File: config.mk
export PLATFORM = sky130hd
export DESIGN_NAME = pwm_gen
export DESIGN_NICKNAME = d
export VERILOG_FILES = /design/src/rtl/pwm_gen_pkg.sv /design/src/rtl/pwm_gen_regs.sv /design/src/rtl/pwm_gen_prescaler.sv /design/src/rtl/pwm_gen_timebase.sv /design/src/rtl/pwm_gen_compare.sv /design/src/rtl/pwm_gen.sv
export SDC_FILE = /design/constraint.sdc
export NUM_CORES = 1
export LEC_CHECK = 0
export ABC_AREA = 1
export BUFFER_PORTS_ARGS = -buffer_cell sky130_fd_sc_hd__buf_2
export CORE_MARGIN = 2
export CORE_UTILIZATION = 54
export CTS_CLUSTER_DIAMETER = 200
export DETAILED_ROUTE_END_ITERATION = 12
export GPL_TIMING_DRIVEN = 1
export PLACE_DENSITY = 0.87
export SKIP_CTS_REPAIR_TIMING = 1
export SLEW_MARGIN = 20
export SYNTH_ARGS = -nofsm -noshare
export SYNTH_HDL_FRONTEND = slang
export SYNTH_SLANG_ARGS = --single-unit
File: constraint.sdc
create_clock -name clk -period 2 [get_ports clk]
set_input_delay 0 -clock clk [delete_from_list [all_inputs] [get_ports clk]]
set_output_delay 0 -clock clk [all_outputs]
set_load 0.01 [all_outputs]
File: src/rtl/pwm_gen_pkg.sv
package pwm_gen_pkg;

    localparam int TMR_W = 8;
    localparam int SUB_W = 2;
    localparam int CNT_W = TMR_W + SUB_W;
    localparam int PRE_W = 4;

    typedef enum logic [1:0] {
        PS_DIV1   = 2'd0,
        PS_DIV4   = 2'd1,
        PS_DIV16  = 2'd2,
        PS_DIV16B = 2'd3
    } presc_e;

    typedef enum logic [1:0] {
        A_PERIOD  = 2'd0,
        A_DUTY_HI = 2'd1,
        A_DUTY_LO = 2'd2,
        A_CTRL    = 2'd3
    } reg_addr_e;

    typedef struct packed {
        logic [TMR_W-1:0]         period;
        logic [TMR_W-1:0]         duty_hi;
        logic [SUB_W-1:0]         duty_lo;
        presc_e                   presc;
        logic                     tmr_en;
        logic                     pwm_en;
    } cfg_t;

    function automatic logic [PRE_W-1:0] presc_last(presc_e sel);
        case (sel)
            PS_DIV1: presc_last = PRE_W'(0);
            PS_DIV4: presc_last = PRE_W'(3);
            default: presc_last = PRE_W'(15);
        endcase
    endfunction

endpackage

File: src/rtl/pwm_gen_regs.sv
module pwm_gen_regs
    import pwm_gen_pkg::*;
(
    input  logic             clk,
    input  logic             rst,
    input  logic             wr_en,
    input  logic [1:0]       wr_addr,
    input  logic [TMR_W-1:0] wr_data,
    output cfg_t             cfg_o
);
    cfg_t cfg_q;

    always_ff @(posedge clk) begin
        if (rst) begin
            cfg_q <= '0;
        end else if (wr_en) begin
            case (reg_addr_e'(wr_addr))
                A_PERIOD:  cfg_q.period  <= wr_data;
                A_DUTY_HI: cfg_q.duty_hi <= wr_data;
                A_DUTY_LO: cfg_q.duty_lo <= wr_data[SUB_W-1:0];
                default: begin
                    cfg_q.presc  <= presc_e'(wr_data[1:0]);
                    cfg_q.tmr_en <= wr_data[2];
                    cfg_q.pwm_en <= wr_data[3];
                end
            endcase
        end
    end

    assign cfg_o = cfg_q;
endmodule

File: src/rtl/pwm_gen_prescaler.sv
module pwm_gen_prescaler
    import pwm_gen_pkg::*;
(
    input  logic   clk,
    input  logic   rst,
    input  logic   run,
    input  presc_e sel,
    output logic   step_o
);
    logic [PRE_W-1:0] pre_q;
    logic [PRE_W-1:0] last;

    assign last   = presc_last(sel);
    assign step_o = run && (pre_q >= last);

    always_ff @(posedge clk) begin
        if (rst || !run) begin
            pre_q <= '0;
        end else if (step_o) begin
            pre_q <= '0;
        end else begin
            pre_q <= pre_q + PRE_W'(1);
        end
    end
endmodule

File: src/rtl/pwm_gen_timebase.sv
module pwm_gen_timebase
    import pwm_gen_pkg::*;
(
    input  logic             clk,
    input  logic             rst,
    input  logic             run,
    input  logic             step,
    input  logic [TMR_W-1:0] period,
    output logic [CNT_W-1:0] cnt_o,
    output logic [CNT_W-1:0] cnt_nxt_o,
    output logic             wrap_o,
    output logic             match_o
);
    logic [TMR_W-1:0] tmr_q;
    logic [SUB_W-1:0] sub_q;
    logic             match_q;

    assign cnt_o     = {tmr_q, sub_q};
    assign wrap_o    = run && step && (&sub_q) && (tmr_q == period);
    assign cnt_nxt_o = wrap_o ? '0 : cnt_o + CNT_W'(1);

    always_ff @(posedge clk) begin
        if (rst || !run) begin
            tmr_q   <= '0;
            sub_q   <= '0;
            match_q <= 1'b0;
        end else begin
            match_q <= wrap_o;
            if (step) begin
                {tmr_q, sub_q} <= cnt_nxt_o;
            end
        end
    end

    assign match_o = match_q;
endmodule

File: src/rtl/pwm_gen_compare.sv
module pwm_gen_compare
    import pwm_gen_pkg::*;
(
    input  logic             clk,
    input  logic             rst,
    input  logic             run,
    input  logic             step,
    input  logic             wrap,
    input  logic [CNT_W-1:0] cnt_nxt,
    input  logic [CNT_W-1:0] shadow,
    output logic             high_o,
    output logic [CNT_W-1:0] active_o
);
    logic [CNT_W-1:0] active_q;
    logic             high_q;

    always_ff @(posedge clk) begin
        if (rst) begin
            active_q <= '0;
            high_q   <= 1'b0;
        end else if (!run || wrap) begin
            active_q <= shadow;
            high_q   <= (shadow != '0);
        end else if (step && (cnt_nxt == active_q)) begin
            high_q   <= 1'b0;
        end
    end

    assign high_o   = high_q;
    assign active_o = active_q;
endmodule

File: src/rtl/pwm_gen.sv
module pwm_gen
    import pwm_gen_pkg::*;
(
    input  logic             clk,
    input  logic             rst,
    input  logic             wr_en,
    input  logic [1:0]       wr_addr,
    input  logic [TMR_W-1:0] wr_data,
    output logic             pwm_o,
    output logic             match_o
);
    cfg_t             cfg;
    logic             run;
    logic             step;
    logic             wrap;
    logic [CNT_W-1:0] cnt;
    logic [CNT_W-1:0] cnt_nxt;
    logic [CNT_W-1:0] active_duty;
    logic             high;

    pwm_gen_regs u_regs (
        .clk     (clk),
        .rst     (rst),
        .wr_en   (wr_en),
        .wr_addr (wr_addr),
        .wr_data (wr_data),
        .cfg_o   (cfg)
    );

    assign run = cfg.tmr_en && cfg.pwm_en;

    pwm_gen_prescaler u_pre (
        .clk    (clk),
        .rst    (rst),
        .run    (run),
        .sel    (cfg.presc),
        .step_o (step)
    );

    pwm_gen_timebase u_tb (
        .clk       (clk),
        .rst       (rst),
        .run       (run),
        .step      (step),
        .period    (cfg.period),
        .cnt_o     (cnt),
        .cnt_nxt_o (cnt_nxt),
        .wrap_o    (wrap),
        .match_o   (match_o)
    );

    pwm_gen_compare u_cmp (
        .clk      (clk),
        .rst      (rst),
        .run      (run),
        .step     (step),
        .wrap     (wrap),
        .cnt_nxt  (cnt_nxt),
        .shadow   ({cfg.duty_hi, cfg.duty_lo}),
        .high_o   (high),
        .active_o (active_duty)
    );

    assign pwm_o = run && high;
endmodule

Word-level counts from Yosys, hierarchy flattened:

Cells that the tools add are included.

* shifts and indexed selects: 0
* bitwise logic cells: 1
* mux-type cells: 4
* add/sub/neg operators: 2
* $mul: 0
* divide/modulo/power cells: 0
* equality and inequality tests: 5
* order comparisons: 1
* reduce and logical (&&, ||, !) cells: 21

Operators by type and width (number)
* $add 10x1->10 const B: 1
* $eq 10x10->1: 1
* $mux 10: 1
* $reduce_and 2->1: 5
* $reduce_bool 10->1: 1
* $eq 8x8->1: 1
* $pmux 4 s2: 1
* $logic_and 1x1->1: 7
* $add 4x1->4 const B: 1
* $eq 2x1->1 const B: 2
* $ge 4x4->1: 1
* $logic_not 2->1: 2
* $reduce_or 3->1: 1
* $eq 2x2->1 const B: 1
* $logic_or 1x1->1: 2
* $mux 1: 2
* $reduce_bool 2->1: 1
* $reduce_or 2->1: 1
* $logic_not 1->1: 1
* $not 1->1: 1

* bits in registers: 48
* bits in writable memories: 0
* memories kept: 0
* memory bits (read-only): 0
* output and inout port bits: 2
* word-level logic and storage cells: 46
* latch bits: 0
* input port bits: 13

Longest topological paths before layout:

Gate-level depths: netlist (run 1).

* depth after elaboration: 12
* gate-level depth with buffers: 19
* depth with buffers taken out: 18

By module:

A second synthesis (run 1) with hierarchy kept.

* cells, all modules: 432
* area, all modules: 2707.6 um^2

Modules (own cells, without submodules)
* pwm_gen_regs: area each 947.2 um^2, times used 1, cells each 145, sequential area each 440.4 um^2
* pwm_gen_timebase: area each 820.8 um^2, times used 1, cells each 135, sequential area each 220.2 um^2
* pwm_gen_compare: area each 641.9 um^2, times used 1, cells each 110, sequential area each 220.2 um^2
* pwm_gen_prescaler: area each 280.3 um^2, times used 1, cells each 38, sequential area each 80.1 um^2
* pwm_gen: area each 17.5 um^2, times used 1, cells each 4, sequential area each 0.0 um^2

Least setup slack after synthesis (run 1):

No wires, ideal clock.

* kind: flip-flop to flip-flop
* start point: reg u_regs.cfg_q (netlist bit u_regs.cfg_o[2])
* end point: reg u_cmp.high_q (netlist: u_cmp.high_o)
* required time: 1869 ps
* period minus slack after synthesis: 1955 ps
* buffers on the path: 1
* arrival: 1825 ps
* setup slack: 45 ps
* library setup time: 131 ps
* stages on the path, launching flop included: 19
* path through: dfxtp_1 > nor2_1 > ha_1 > inv_1 > o21bai_1 > nand2_1 > nand3_1 > nand2_2 > inv_2 > nand2_4 > buf_6 > nand3_1 > nand2_1 > nor2_1 > nand2_1 > nor2_1 > nand2_1 > nand2_1 > a21oi_2

* longest elaborated chain between the ends: 11
* elaborated cells on any way between the ends: 14
* classes of those cells: order compare (1); eq/ne (2); mux (3); reduce/logical (8)

RTL lines
* start, declared: RTL line pwm_gen_regs.sv:11 `cfg_t cfg_q;`
* $eq 2x1->1 / $logic_not 2->1 (equally long branches): RTL line pwm_gen_pkg.sv:32 `case (sel)`
* $pmux 4 s2 (*): RTL line pwm_gen_pkg.sv:32
* $ge 4x4->1 (*): RTL line pwm_gen_prescaler.sv:14 `assign step_o = run && (pre_q >= last);`
* $logic_and 1x1->1 (*): RTL line pwm_gen_prescaler.sv:14
* $logic_and 1x1->1 (3 in series): RTL line pwm_gen_timebase.sv:19 `assign wrap_o = run && step && (&sub_q) && (tmr_q == period);`
* $mux 10: RTL line pwm_gen_timebase.sv:20 `assign cnt_nxt_o = wrap_o ? '0 : cnt_o + CNT_W'(1);`
* $eq 10x10->1: RTL line pwm_gen_compare.sv:24 `end else if (step && (cnt_nxt == active_q)) begin`
* $logic_and 1x1->1: RTL line pwm_gen_compare.sv:24
* $reduce_bool 2->1 (no line)
* end signal, assigned: RTL line pwm_gen_compare.sv:23 `high_q <= (shadow != '0);`
* end, declared: RTL line pwm_gen_compare.sv:15 `logic high_q;`

Mark *: on every way between the ends. The rest lies on a longest branch, timed or not.
A chain may end at the register's enable or synchronous reset.

Final worst setup path (run 1):

* start point: reg u_pre.pre_q[2]
* end point: reg u_cmp.high_q (netlist: u_cmp.high_o)

* longest elaborated chain between the ends: 9
* elaborated cells on any way between the ends: 11
* classes of those cells: order compare (1); eq/ne (1); mux (2); reduce/logical (7)

RTL lines
* start, declared: RTL line pwm_gen_prescaler.sv:10 `logic [PRE_W-1:0] pre_q;`
* start signal, assigned: RTL line pwm_gen_prescaler.sv:22 `pre_q <= pre_q + PRE_W'(1);`
* $ge 4x4->1 (*): RTL line pwm_gen_prescaler.sv:14
* $logic_and 1x1->1 (*): RTL line pwm_gen_prescaler.sv:14
* $logic_and 1x1->1 (3 in series): RTL line pwm_gen_timebase.sv:19
* $mux 10: RTL line pwm_gen_timebase.sv:20
* $eq 10x10->1: RTL line pwm_gen_compare.sv:24
* $logic_and 1x1->1: RTL line pwm_gen_compare.sv:24
* $reduce_bool 2->1 (no line)

Marked as above.

==> summary.md, run 1 <==
| Metric | Value |
|---|---|
| Fmax | `approximately 460 MHz` |
| CP Data Arrival Time | `around 2.4 ns` |
| CTS H-tree lvls | `2` |
| Mean post-synth cell area | `approximately 7 µm²` |
| PD cells | `651.3 nW/µm²` |
| Async S/R FF share, synth | `0` |
| Placed instance area | `2601 µm²` |
| Core region area | `4354 µm²` |
| Clock Tree Root | `clkbuf_8` |
| Cell Chain, Critical Path | `ha_4 > nand2_1 > inv_1 > nand2_1 > nand3_2 > nand2_4 > inv_8 > nand2_8 > nand2_1 > nand2_1 > nand2_1 > nor2_1 > nand2_1 > nor2_1 > nand2_1 > nand2_1 > a21oi_2` |
| First-pass GRT wire length | `9722 µm` |
| Worst hold path cell count | `3` |
| Period utilization | `1.087` |
| Status | `complete, but fails checks` |
| Syn Inst Count | `approximately 350` |
| Slew Limit Fails | `0` |
| Largest stage delay, worst path | `roughly 0.47 ns` |
| Worst reg2reg path depth | `17` |
| #FFs+latches synth | `between 40 and 50` |
| Clock tree sinks | `48` |
| Worst hold path class | `primary input to register` |
| # setup viols final | `2` |
| Post-Syn Nets | `371` |
| ANT nets after route | `0` |
| Avg WL per Cell | `between 15 and 20 µm` |
| Syn-to-layout area delta | `27.01%` |
| Vias after detailed routing | `approximately 2500` |
| Initial antenna violation count | `0` |
| Worst Setup End Kind | `register` |
| Share of layout cells above drive strength 1 | `0.2107` |
| Max Buffers Root-to-Sink | `2` |
| Row count | `24` |
| Sequential share of the synthesized area | `0.3951` |
| CP Buf/Inv Count | `2` |
| Leak | `about 1.3 nW` |
| Mapped Area | `around 2400 µm²` |
| Setup TNS | `-0.1812 ns` |
| Ant. Diodes | `0` |
| Die width | `approximately 70 µm` |
| Sequential Area | `979.7 µm²` |
| Hold path start | `wr_addr[1]` |
| GRT Util Overall | `0.2443` |
| Max FO, Critical Path | `5` |
| Pre-CTS setup slack | `-0.2675 ns` |
| Die H | `71.12 µm` |
| Largest net degree at the start of global routing | `35` |
| Via density | `5.619` |
| Cell mode on critical path | `nand2_1` |
| Worst slew pin tran | `between 0.6 and 0.7 ns` |
| Critical-path top delay cell | `dfxtp_1` |
| CTS clk-pin slew, worst paths | `about 0.090 ns` |
| Overflow after GRT | `0` |
| Synth Warn # | `0` |
| Setup ws final | `-0.1731 ns` |
| Critical R2R Launch | `u_pre.pre_q[2]` |
| Synth area leaders | `dfxtp_1, nand2_1, nor2_1, inv_1, a21oi_1` |
| Hold EP | `u_regs.cfg_o[1]` |
| Vias in the first global route | `2177` |
| Flop-to-flop setup slack | `-0.17 ns` |
| Failing checks | `setup timing` |
| Reg-to-Reg End | `u_cmp.high_o` |
| Worst VDD drop | `between 500 and 600 µV` |
| Distinct cell type count after synthesis | `28` |
| Fillcell total | `282` |
| Crit path max-delay family | `simple AND/OR/NAND/NOR gates` |
| Routability-driven placement congestion ratio | `0.9108` |
| Final wirelength | `~6800 µm` |
| CTS tree | `done` |
| DRC errors left | `0` |
| Final Critical Period | `roughly 2.2 ns` |
| Unrepaired setup endpoints after global routing | `yes` |
| Post-route cell area | `between 3000 and 4000 µm²` |
| Initial DRT Pass Iterations | `5` |
| DP Wirelength | `~4200 µm` |
| Max-slew headroom | `0.5389` |
| Cell taking the most area after synthesis | `dfxtp_1` |
| CTS Buf Count | `5` |
| DR iter-0 viols | `between 300 and 400` |
| Clock skew after layout | `between 0.003 and 0.004 ns` |
| Final hold vios | `0` |
| Initial core utilization | `0.5586` |
| Dominant synthesized flop cell | `dfxtp_1` |
| # IOs | `15` |
| Finished Core Util | `0.7095` |
| Number of port buffers | `14` |
| DIE AREA | `5057 µm²` |
| Top-area cell type share of the netlist area | `0.3951` |
| CP Launch Type | `register` |
| Max Cap Viol | `0` |
| Path type of the worst setup path | `register to register` |
| Nets | `approximately 410` |
| Multi-input gate area | `between 1000 and 1500 µm²` |
| Post-synth EDFFs | `0` |
| Crit path required time | `roughly 2.2 ns` |
| Worst-Skew Late Latency | `just over 0.3 ns` |
==> per-layer routing <==
| layer | routed length, µm | track usage | part of all wire | vias up |
|---|---|---|---|---|
| met2 | 3413 | 0.3977 | 0.50 | 123 |
| met4 | 295 | 0.1069 | 0.043 | 0 |
| li1 | - | - | - | 1217 |
| met5 | 0 | 0 | 0 | - |
| met3 | 442 | 0.05271 | 0.065 | 33 |
| met1 | 2655 | 0.3127 | 0.39 | 1133 |
==> how the worst max path moves through the flow <==
stage                         start      endpoint  slack [ns]  depth (start not counted)
floorplan           u_regs.cfg_o[2]  u_cmp.high_o        0.04                         18
global placement    u_regs.cfg_o[2]  u_cmp.high_o        -0.1                         13
detailed placement  u_regs.cfg_o[2]  u_cmp.high_o       -0.27                         13
CTS                 u_regs.cfg_o[3]  u_cmp.high_o       -0.30                         13
global route        u_regs.cfg_o[2]  u_cmp.high_o       -0.29                         18
finish               u_pre.pre_q[2]  u_cmp.high_o       -0.17                         17
==> flip-flops by register name, summed over array words and instances, names as in the netlist <==
name            count
u_regs.cfg_o       22
u_cmp.high_o        1
u_pre.pre_q         4
u_tb.sub_q          2
u_tb.tmr_q          8
u_tb.match_o        1
u_cmp.active_o     10
==> logic make-up after synthesis <==
group | synth area share
AO/OA/AOI/OAI | 0.1394
AND/OR/NAND/NOR | 0.2953
adder cells (fa/ha/maj) | 0.03086
buffers and inverters | 0.09259
flip-flops | 0.3951
XOR/XNOR | 0.04681
==> final cells by class <==
type,instances,area share
multi-input cells,250,0.4528
flip-flops and latches,48,0.3171
repair buffers,44,0.1102
inverters,45,0.05711
clock buffers,5,0.02228
well taps,52,0.02106
clock inverters,2,0.01944
==> synthesized netlist by cell type (2+ instances only) <==
cell and count:
xor2_1 9, ha_1 6, nor4_1 2, a21oi_1 28, nand3_1 16, dfxtp_1 48
buf_4 2, clkbuf_1 8, nand2_1 91, nand4_1 4, inv_1 41, a211oi_1 16
nor2_1 46, inv_2 4, o21ai_0 11, nor3_1 2, nand3_2 2, nor2_2 3
xnor2_1 4
==> where the power goes <==
| group | internal, mW | total (mW) | switching [mW] |
|---|---|---|---|
| clock | 0.492 | 0.827 | 0.335 |
| sequential | 0.976 | 0.993 | 0.0173 |
| combinational | 0.0784 | 0.192 | 0.113 |
| total | 1.55 | 2.01 | 0.465 |
==> cell usage in the layout, fill, tap and decap left out, types with 5 or more instances in the layout <==
| cell type | instances |
|---|---|
| nand2_1 | 88 |
| dfxtp_1 | 39 |
| dfxtp_2 | 6 |
| nand3_1 | 13 |
| clkbuf_8 | 5 |
| dlygate4sd3_1 | 8 |
| a211oi_1 | 16 |
| nand3_2 | 5 |
| nor2_1 | 44 |
| inv_1 | 40 |
| buf_2 | 14 |
| xor2_1 | 8 |
| a21oi_1 | 26 |
| o21ai_0 | 11 |
| buf_4 | 20 |
==> worst register-to-register path, cell delays in order (launching register included) <==
cell and delay (ns):
dfxtp_1 0.47, ha_4 0.25, nand2_1 0.06, inv_1 0.07, nand2_1 0.08, nand3_2 0.11, nand2_4 0.14, inv_8 0.06
nand2_8 0.07, nand2_1 0.08, nand2_1 0.08, nand2_1 0.07, nor2_1 0.11, nand2_1 0.07, nor2_1 0.10, nand2_1 0.09
nand2_1 0.09, a21oi_2 0.05
==> per-stage QoR <==
stage                     instances  total power [mW]  hold WS [ns]
after global routing            446             2.066       0.04180
after detailed placement        419             1.168        0.2723
final                           446             2.012       0.02506
after floorplan                 352             1.116        0.1446
after CTS                       426             1.971      -0.04822
after global placement          419             1.161        0.2646
Note: power is estimated with default switching activity, not from simulation.
==> inputs of run 2 (changes only) <==
--- a/config.mk
+++ b/config.mk
@@ -8,11 +8,11 @@
 export ABC_AREA = 1
 export BUFFER_PORTS_ARGS = -buffer_cell sky130_fd_sc_hd__buf_2
 export CORE_MARGIN = 2
-export CORE_UTILIZATION = 54
+export CORE_UTILIZATION = 60
 export CTS_CLUSTER_DIAMETER = 200
 export DETAILED_ROUTE_END_ITERATION = 12
-export GPL_TIMING_DRIVEN = 1
-export PLACE_DENSITY = 0.87
+export GPL_TIMING_DRIVEN = 0
+export PLACE_DENSITY = 0.91
 export SKIP_CTS_REPAIR_TIMING = 1
 export SLEW_MARGIN = 20
 export SYNTH_ARGS = -nofsm -noshare
==> constraint.sdc (replaced) <==
create_clock -name clk -period 2.1 [get_ports clk]
set_input_delay 0 -clock clk [delete_from_list [all_inputs] [get_ports clk]]
set_output_delay 0 -clock clk [all_outputs]
set_load 0.01 [all_outputs]
==> summary.md, run 2 (synthesis gave the netlist of run 1 again) <==
| Metric | Value |
|---|---|
| Pre-CTS setup slack | `-0.2171 ns (+0.05035 ns)` |
| GRT Util Overall | `0.2815 (+0.03719)` |
| Core region area | `3943 µm² (-9.5%)` |
| Unrepaired setup endpoints after global routing | `yes` |
| Hold_ws | `-0.01606 ns (-0.04112 ns)` |
| Largest net degree at the start of global routing | `16 (-54%)` |
| DIE AREA | `4579 µm² (-9.5%)` |
| Max FO, Critical Path | `5 (unchanged)` |
| Worst-Skew Late Latency | `0.31 ns (about the same)` |
| Largest stage delay, worst path | `0.37 ns (-0.10 ns)` |
| Flop pwr share | `0.461 (-0.033)` |
| # setup viols final | `1 (-1)` |
| Critical-path top delay cell | `dfxtp_2` |
| Worst VDD drop | `640.8 µV (+14%)` |
| Die width | `67.67 µm (-4.8%)` |
| Row count | `23 (-4.2%)` |
| Ant. Diodes | `0 (unchanged)` |
| Worst slew pin tran | `0.5699 ns (-0.1192 ns)` |
| Final hold vios | `2 (+2)` |
| Slew Limit Fails | `0 (unchanged)` |
| Commonest cells after routing, fill and taps aside | `nand2_1, nor2_1, dfxtp_1, inv_1, a21oi_1` |
| Path type of the worst setup path | `register to register` |
| Net Sw Frac | `0.2240 (-0.007380)` |
| Clock Tree Root | `clkbuf_8` |
| Max-slew headroom | `0.6201 (+0.08119)` |
| Most common cell after layout, fill and taps aside | `nand2_1` |
| Comb power frac | `0.089 (-0.006)` |
| CTS tree | `done` |
| Clock tree sinks | `48 (unchanged)` |
| Initial antenna violation count | `0 (unchanged)` |
| # IOs | `15 (unchanged)` |
| Avg WL per Cell | `15.95 µm (+4.6%)` |
| DRC errors left | `0 (unchanged)` |
| Switching power | `0.4608 mW (-1.0%)` |
| Final wirelength | `7020 µm (+3.1%)` |
| Vias after detailed routing | `2587 (+3.2%)` |
| Initial DRT Pass Iterations | `5 (unchanged)` |
| Finished Core Util | `0.7610 (+0.05155)` |
| CP Launch Type | `register` |
| CTS H-tree lvls | `2 (unchanged)` |
| Max Cap Viol | `0 (unchanged)` |
| CTS clk-pin slew, worst paths | `0.09 ns (about the same)` |
| Power Internal | `1.597 mW (+3.2%)` |
| CP Data Arrival Time | `2.47 ns (+0.11 ns)` |
| Overflow after GRT | `0 (unchanged)` |
| Flop-to-flop setup slack | `-0.18 ns (about the same)` |
| Vias in the first global route | `2136 (-1.9%)` |
| Clock skew after layout | `0.004824 ns (+0.001657 ns)` |
| Cells after DPL | `414 (-1.2%)` |
| Setup ws final | `-0.1844 ns (-0.01130 ns)` |
| Setup TNS | `-0.1844 ns (-0.003207 ns)` |
| Share of layout cells above drive strength 1 | `0.1641 (-0.04656)` |
| Fmax | `437.8 MHz (-4.9%)` |
| Worst hold path class | `primary input to register` |
| Cell Chain, Critical Path | `nor2_4 > ha_4 > inv_1 > o21bai_1 > nand2_2 > nand3_4 > nand2_4 > inv_8 > nand2_4 > clkbuf_16 > nand3_1 > nand2_1 > nor2_1 > nand2_1 > nor2_1 > nand2_1 > nand2_1 > a21oi_2` |
| Routability-driven placement congestion ratio | `0.9310 (+2.2%)` |
| Clock share of power | `0.450 (+0.039)` |
| Failing checks | `hold timing, setup timing` |
| Initial core utilization | `0.6169 (+0.05833)` |
| Placed instance area | `2555 µm² (-1.8%)` |
| Max reg flops | `22 (unchanged)` |
| Final Critical Period | `2.284 ns (+0.1113 ns)` |
| Nets | `408 (-1.2%)` |
| Status | `complete, but fails checks` |
| Post-route cell area | `3000 µm² (-2.9%)` |
| DR iter-0 viols | `289 (-9.1%)` |
| ANT nets after route | `0 (unchanged)` |
| Die H | `67.67 µm (-4.8%)` |
| Leak | `1.286 nW (-2.6%)` |
| Non-Filler Instances | `440 (-1.3%)` |
| First-pass GRT wire length | `9563 µm (-1.6%)` |
| Crit path required time | `2.29 ns (+0.10 ns)` |
| Syn-to-layout area delta | `23.35%` |
| Pwr Total | `2.057 mW (+2.3%)` |
| Via density | `5.880 (+4.6%)` |
| Period utilization | `1.088 (+0.001258)` |
| Max Buffers Root-to-Sink | `2 (unchanged)` |
| PD cells | `685.7 nW/µm² (+5.3%)` |
| Number of port buffers | `12 (-2)` |
| CTS Buf Count | `5 (unchanged)` |
| DP Wirelength | `4154 µm (-0.21%)` |
| Cell mode on critical path | `nand2_1` |
| Worst Setup End Kind | `register` |
run 2: per-layer routing:
| layer | GRT usage | part of all wire |
|---|---|---|
| met5 | 0 | 0 |
| met4 | 0.09949 | 0.037 |
| met1 | 0.3503 | 0.38 |
| met2 | 0.4743 | 0.49 |
| met3 | 0.06500 | 0.088 |
run 2: worst paths after layout:
path                     end  cells after the start            start
min          u_regs.cfg_o[6]                      3       wr_data[0]
max reg2reg     u_cmp.high_o                     18  u_regs.cfg_o[3]
max             u_cmp.high_o                     18  u_regs.cfg_o[3]
min reg2reg  u_regs.cfg_o[1]                      2  u_regs.cfg_o[1]
run 2: cell type report:
| cell class | instances | area [µm²] |
|---|---|---|
| multi-input cells | 249 | 1351 |
| plain buffers | 11 | 63.81 |
| clock inverters | 3 | 90.09 |
| inverters | 45 | 176.4 |
| repair buffers | 29 | 220.2 |
| fillers | 233 | 942.2 |
| clock buffers | 5 | 68.82 |
| well taps | 50 | 62.56 |
| flip-flops and latches | 48 | 967.2 |
run 2: power groups by stage:
stage	clock network (mW)	logic, mW	registers, mW
floorplan	0	0.0989	0.964
global placement	0	0.137	0.967
detailed placement	0	0.141	0.968
CTS	0.917	0.144	0.946
global route	0.949	0.204	0.951
finish	0.925	0.183	0.949
run 2: critical path, delay by kind of cell, from the launching register on:
family	cells	cell delay [ns]
AOI/OAI and AO/OA	2	0.21
DFF	1	0.37
adders and majority gates	1	0.26
buffers and inverters	3	0.31
and+or+nand+nor	12	1.01
==> inputs of run 3 (changes only) <==
--- a/config.mk
+++ b/config.mk
@@ -8,11 +8,11 @@
 export ABC_AREA = 1
 export BUFFER_PORTS_ARGS = -buffer_cell sky130_fd_sc_hd__buf_2
 export CORE_MARGIN = 2
-export CORE_UTILIZATION = 60
+export CORE_UTILIZATION = 58
 export CTS_CLUSTER_DIAMETER = 200
 export DETAILED_ROUTE_END_ITERATION = 12
 export GPL_TIMING_DRIVEN = 0
-export PLACE_DENSITY = 0.91
+export PLACE_DENSITY = 0.89
 export SKIP_CTS_REPAIR_TIMING = 1
 export SLEW_MARGIN = 20
 export SYNTH_ARGS = -nofsm -noshare
==> summary.md, run 3 (synthesis gave the netlist of run 1 again) <==
| Metric | Value |
|---|---|
| CTS Buf Count | `5 (unchanged)` |
| Ant. Diodes | `0 (unchanged)` |
| Finished Core Util | `0.7161 (-0.04488)` |
| Worst hold path class | `primary input to register` |
| Max reg flops | `22 (unchanged)` |
| DIE AREA | `4728 µm² (+3.2%)` |
| Unrepaired setup endpoints after global routing | `yes` |
| Largest net degree at the start of global routing | `18 (+2)` |
| Initial core utilization | `0.6037 (-0.01322)` |
| CTS clk-pin slew, worst paths | `0.10 ns (about the same)` |
| Pwr Total | `1.711 mW (-17%)` |
| Vias in the first global route | `2148 (+0.56%)` |
| Max Cap Viol | `0 (unchanged)` |
| Cells after DPL | `414 (unchanged)` |
| GRT Util Overall | `0.2766 (-0.004841)` |
| CP Buf/Inv Count | `3 (unchanged)` |
| Final wirelength | `6492 µm (-7.5%)` |
| Flop pwr share | `0.554 (+0.093)` |
| Setup ws final | `-0.07294 ns (+0.1115 ns)` |
| Share of layout cells above drive strength 1 | `0.1399 (-0.02421)` |
| Cell Chain, Critical Path | `nor2_4 > inv_1 > ha_1 > o21bai_1 > nand2_1 > nand3_2 > nand2_4 > inv_8 > nand2_8 > clkbuf_16 > nand3_1 > nand2_1 > nor2_2 > nand2_1 > nor2_2 > nand2_1 > nand2_1 > a21oi_2` |
| Most common cell after layout, fill and taps aside | `nand2_1` |
| Worst-Skew Late Latency | `0.32 ns (about the same)` |
| Failing checks | `setup timing` |
| Syn-to-layout area delta | `18.62%` |
| First-pass GRT wire length | `9487 µm (-0.79%)` |
| Largest stage delay, worst path | `0.35 ns (-0.02 ns)` |
| Final Critical Period | `2.173 ns (-0.1115 ns)` |
| Period utilization | `1.035 (-0.05308)` |
| # setup viols final | `1 (unchanged)` |
| Path type of the worst setup path | `register to register` |
| Via density | `5.585 (-5.0%)` |
| CTS H-tree lvls | `2 (unchanged)` |
| Status | `complete, but fails checks` |
| Max-slew headroom | `0.6374 (+0.01734)` |
| ANT nets after route | `0 (unchanged)` |
| Initial antenna violation count | `0 (unchanged)` |
| Final hold vios | `0 (-2)` |
| Net Sw Frac | `0.2716 (+0.04761)` |
| Initial DRT Pass Iterations | `5 (unchanged)` |
| CTS tree | `done` |
| Crit path required time | `2.29 ns (about the same)` |
| # IOs | `15 (unchanged)` |
| Vias after detailed routing | `2435 (-5.9%)` |
| Worst VDD drop | `606.1 µV (-5.4%)` |
| Clock Tree Root | `clkbuf_8` |
| Row count | `23 (unchanged)` |
| Clock tree sinks | `48 (unchanged)` |
| Pre-CTS setup slack | `-0.1856 ns (+0.03155 ns)` |
| Worst slew pin tran | `0.5439 ns (-0.02600 ns)` |
| Critical-path top delay cell | `dfxtp_2` |
| Crit path max-delay family | `simple AND/OR/NAND/NOR gates` |
| CP Data Arrival Time | `2.36 ns (-0.11 ns)` |
| Worst Setup End Kind | `register` |
| Cell mode on critical path | `nand2_1` |
| DP Wirelength | `4279 µm (+3.0%)` |
| DR iter-0 viols | `252 (-13%)` |
| Commonest cells after routing, fill and taps aside | `nand2_1, dfxtp_1, nor2_1, inv_1, a21oi_1` |
| Overflow after GRT | `0 (unchanged)` |
| Max Buffers Root-to-Sink | `2 (unchanged)` |
| Fmax | `460.2 MHz (+5.1%)` |
| Clock skew after layout | `0.009838 ns (+0.005014 ns)` |
| Avg WL per Cell | `14.89 µm (-6.7%)` |
| Power Internal | `1.247 mW (-22%)` |
| Number of port buffers | `12 (unchanged)` |
| Non-Filler Instances | `436 (-0.91%)` |
| DRC errors left | `0 (unchanged)` |
| Switching power | `0.4648 mW (+0.86%)` |
| Core region area | `4029 µm² (+2.2%)` |
| PD cells | `593.2 nW/µm² (-13%)` |
| Die H | `68.76 µm (+1.6%)` |
| Clock share of power | `0.344 (-0.106)` |
| Leak | `1.216 nW (-5.5%)` |
| Die width | `68.76 µm (+1.6%)` |
| Comb power frac | `0.102 (+0.013)` |
| Routability-driven placement congestion ratio | `0.8916 (-4.2%)` |
| Max FO, Critical Path | `9 (+4)` |
| Slew Limit Fails | `0 (unchanged)` |
| Nets | `404 (-0.98%)` |
| CP Launch Type | `register` |
-- run 3: area by class of cell --
cell class,count,area [µm²]
clock buffer,5,68.82
clock inverter,3,26.28
inverter,45,176.4
tap,50,62.56
fill,312,1144
buffer,11,60.06
sequential,48,964.7
timing repair buffer,26,205.2
multi-input combinational,248,1321
-- run 3: metal layers --
metal  GRT usage  wire length (µm)
met1      0.3360              2576
met2      0.4627              3223
met3     0.05844               372
met4      0.1373               320
met5           0                 0
-- run 3: through the flow --
step	cell area [µm²]	hold slack, ns	TNS (ns)
finish	2885	0.02044	-0.07294
global route	2885	0.01189	-0.6138
CTS	2650	-0.06665	-0.2117
detailed placement	2555	0.2769	-0.1856
global placement	2555	0.2698	-0.1536
floorplan	2432	0.1446	0
-- run 3: final timing paths --
path	start	end	slack, ns	depth (start not counted)
setup / recovery	u_regs.cfg_o[3]	u_cmp.high_o	-0.07	18
hold / removal	wr_addr[1]	u_regs.cfg_o[0]	0.02	3
setup reg to reg	u_regs.cfg_o[3]	u_cmp.high_o	-0.07	18
hold reg to reg	u_cmp.active_o[2]	u_cmp.active_o[2]	0.48	2
-- run 3: worst reg2reg max path: cells and delay by family, from the launching register on --
family,cells,cell delay (ns)
buf+inv,3,0.31
simple gates,12,1.03
compound gates,2,0.19
flops,1,0.35
fa+ha+maj,1,0.18
-- run 3: power groups by stage --
stage	Clock (mW)	Combinational [mW]	Sequential, mW
final	0.589	0.174	0.949
after global routing	0.633	0.192	0.952
after CTS	0.590	0.143	0.947
after global placement	0	0.137	0.967
after detailed placement	0	0.141	0.968
after floorplan	0	0.0989	0.964
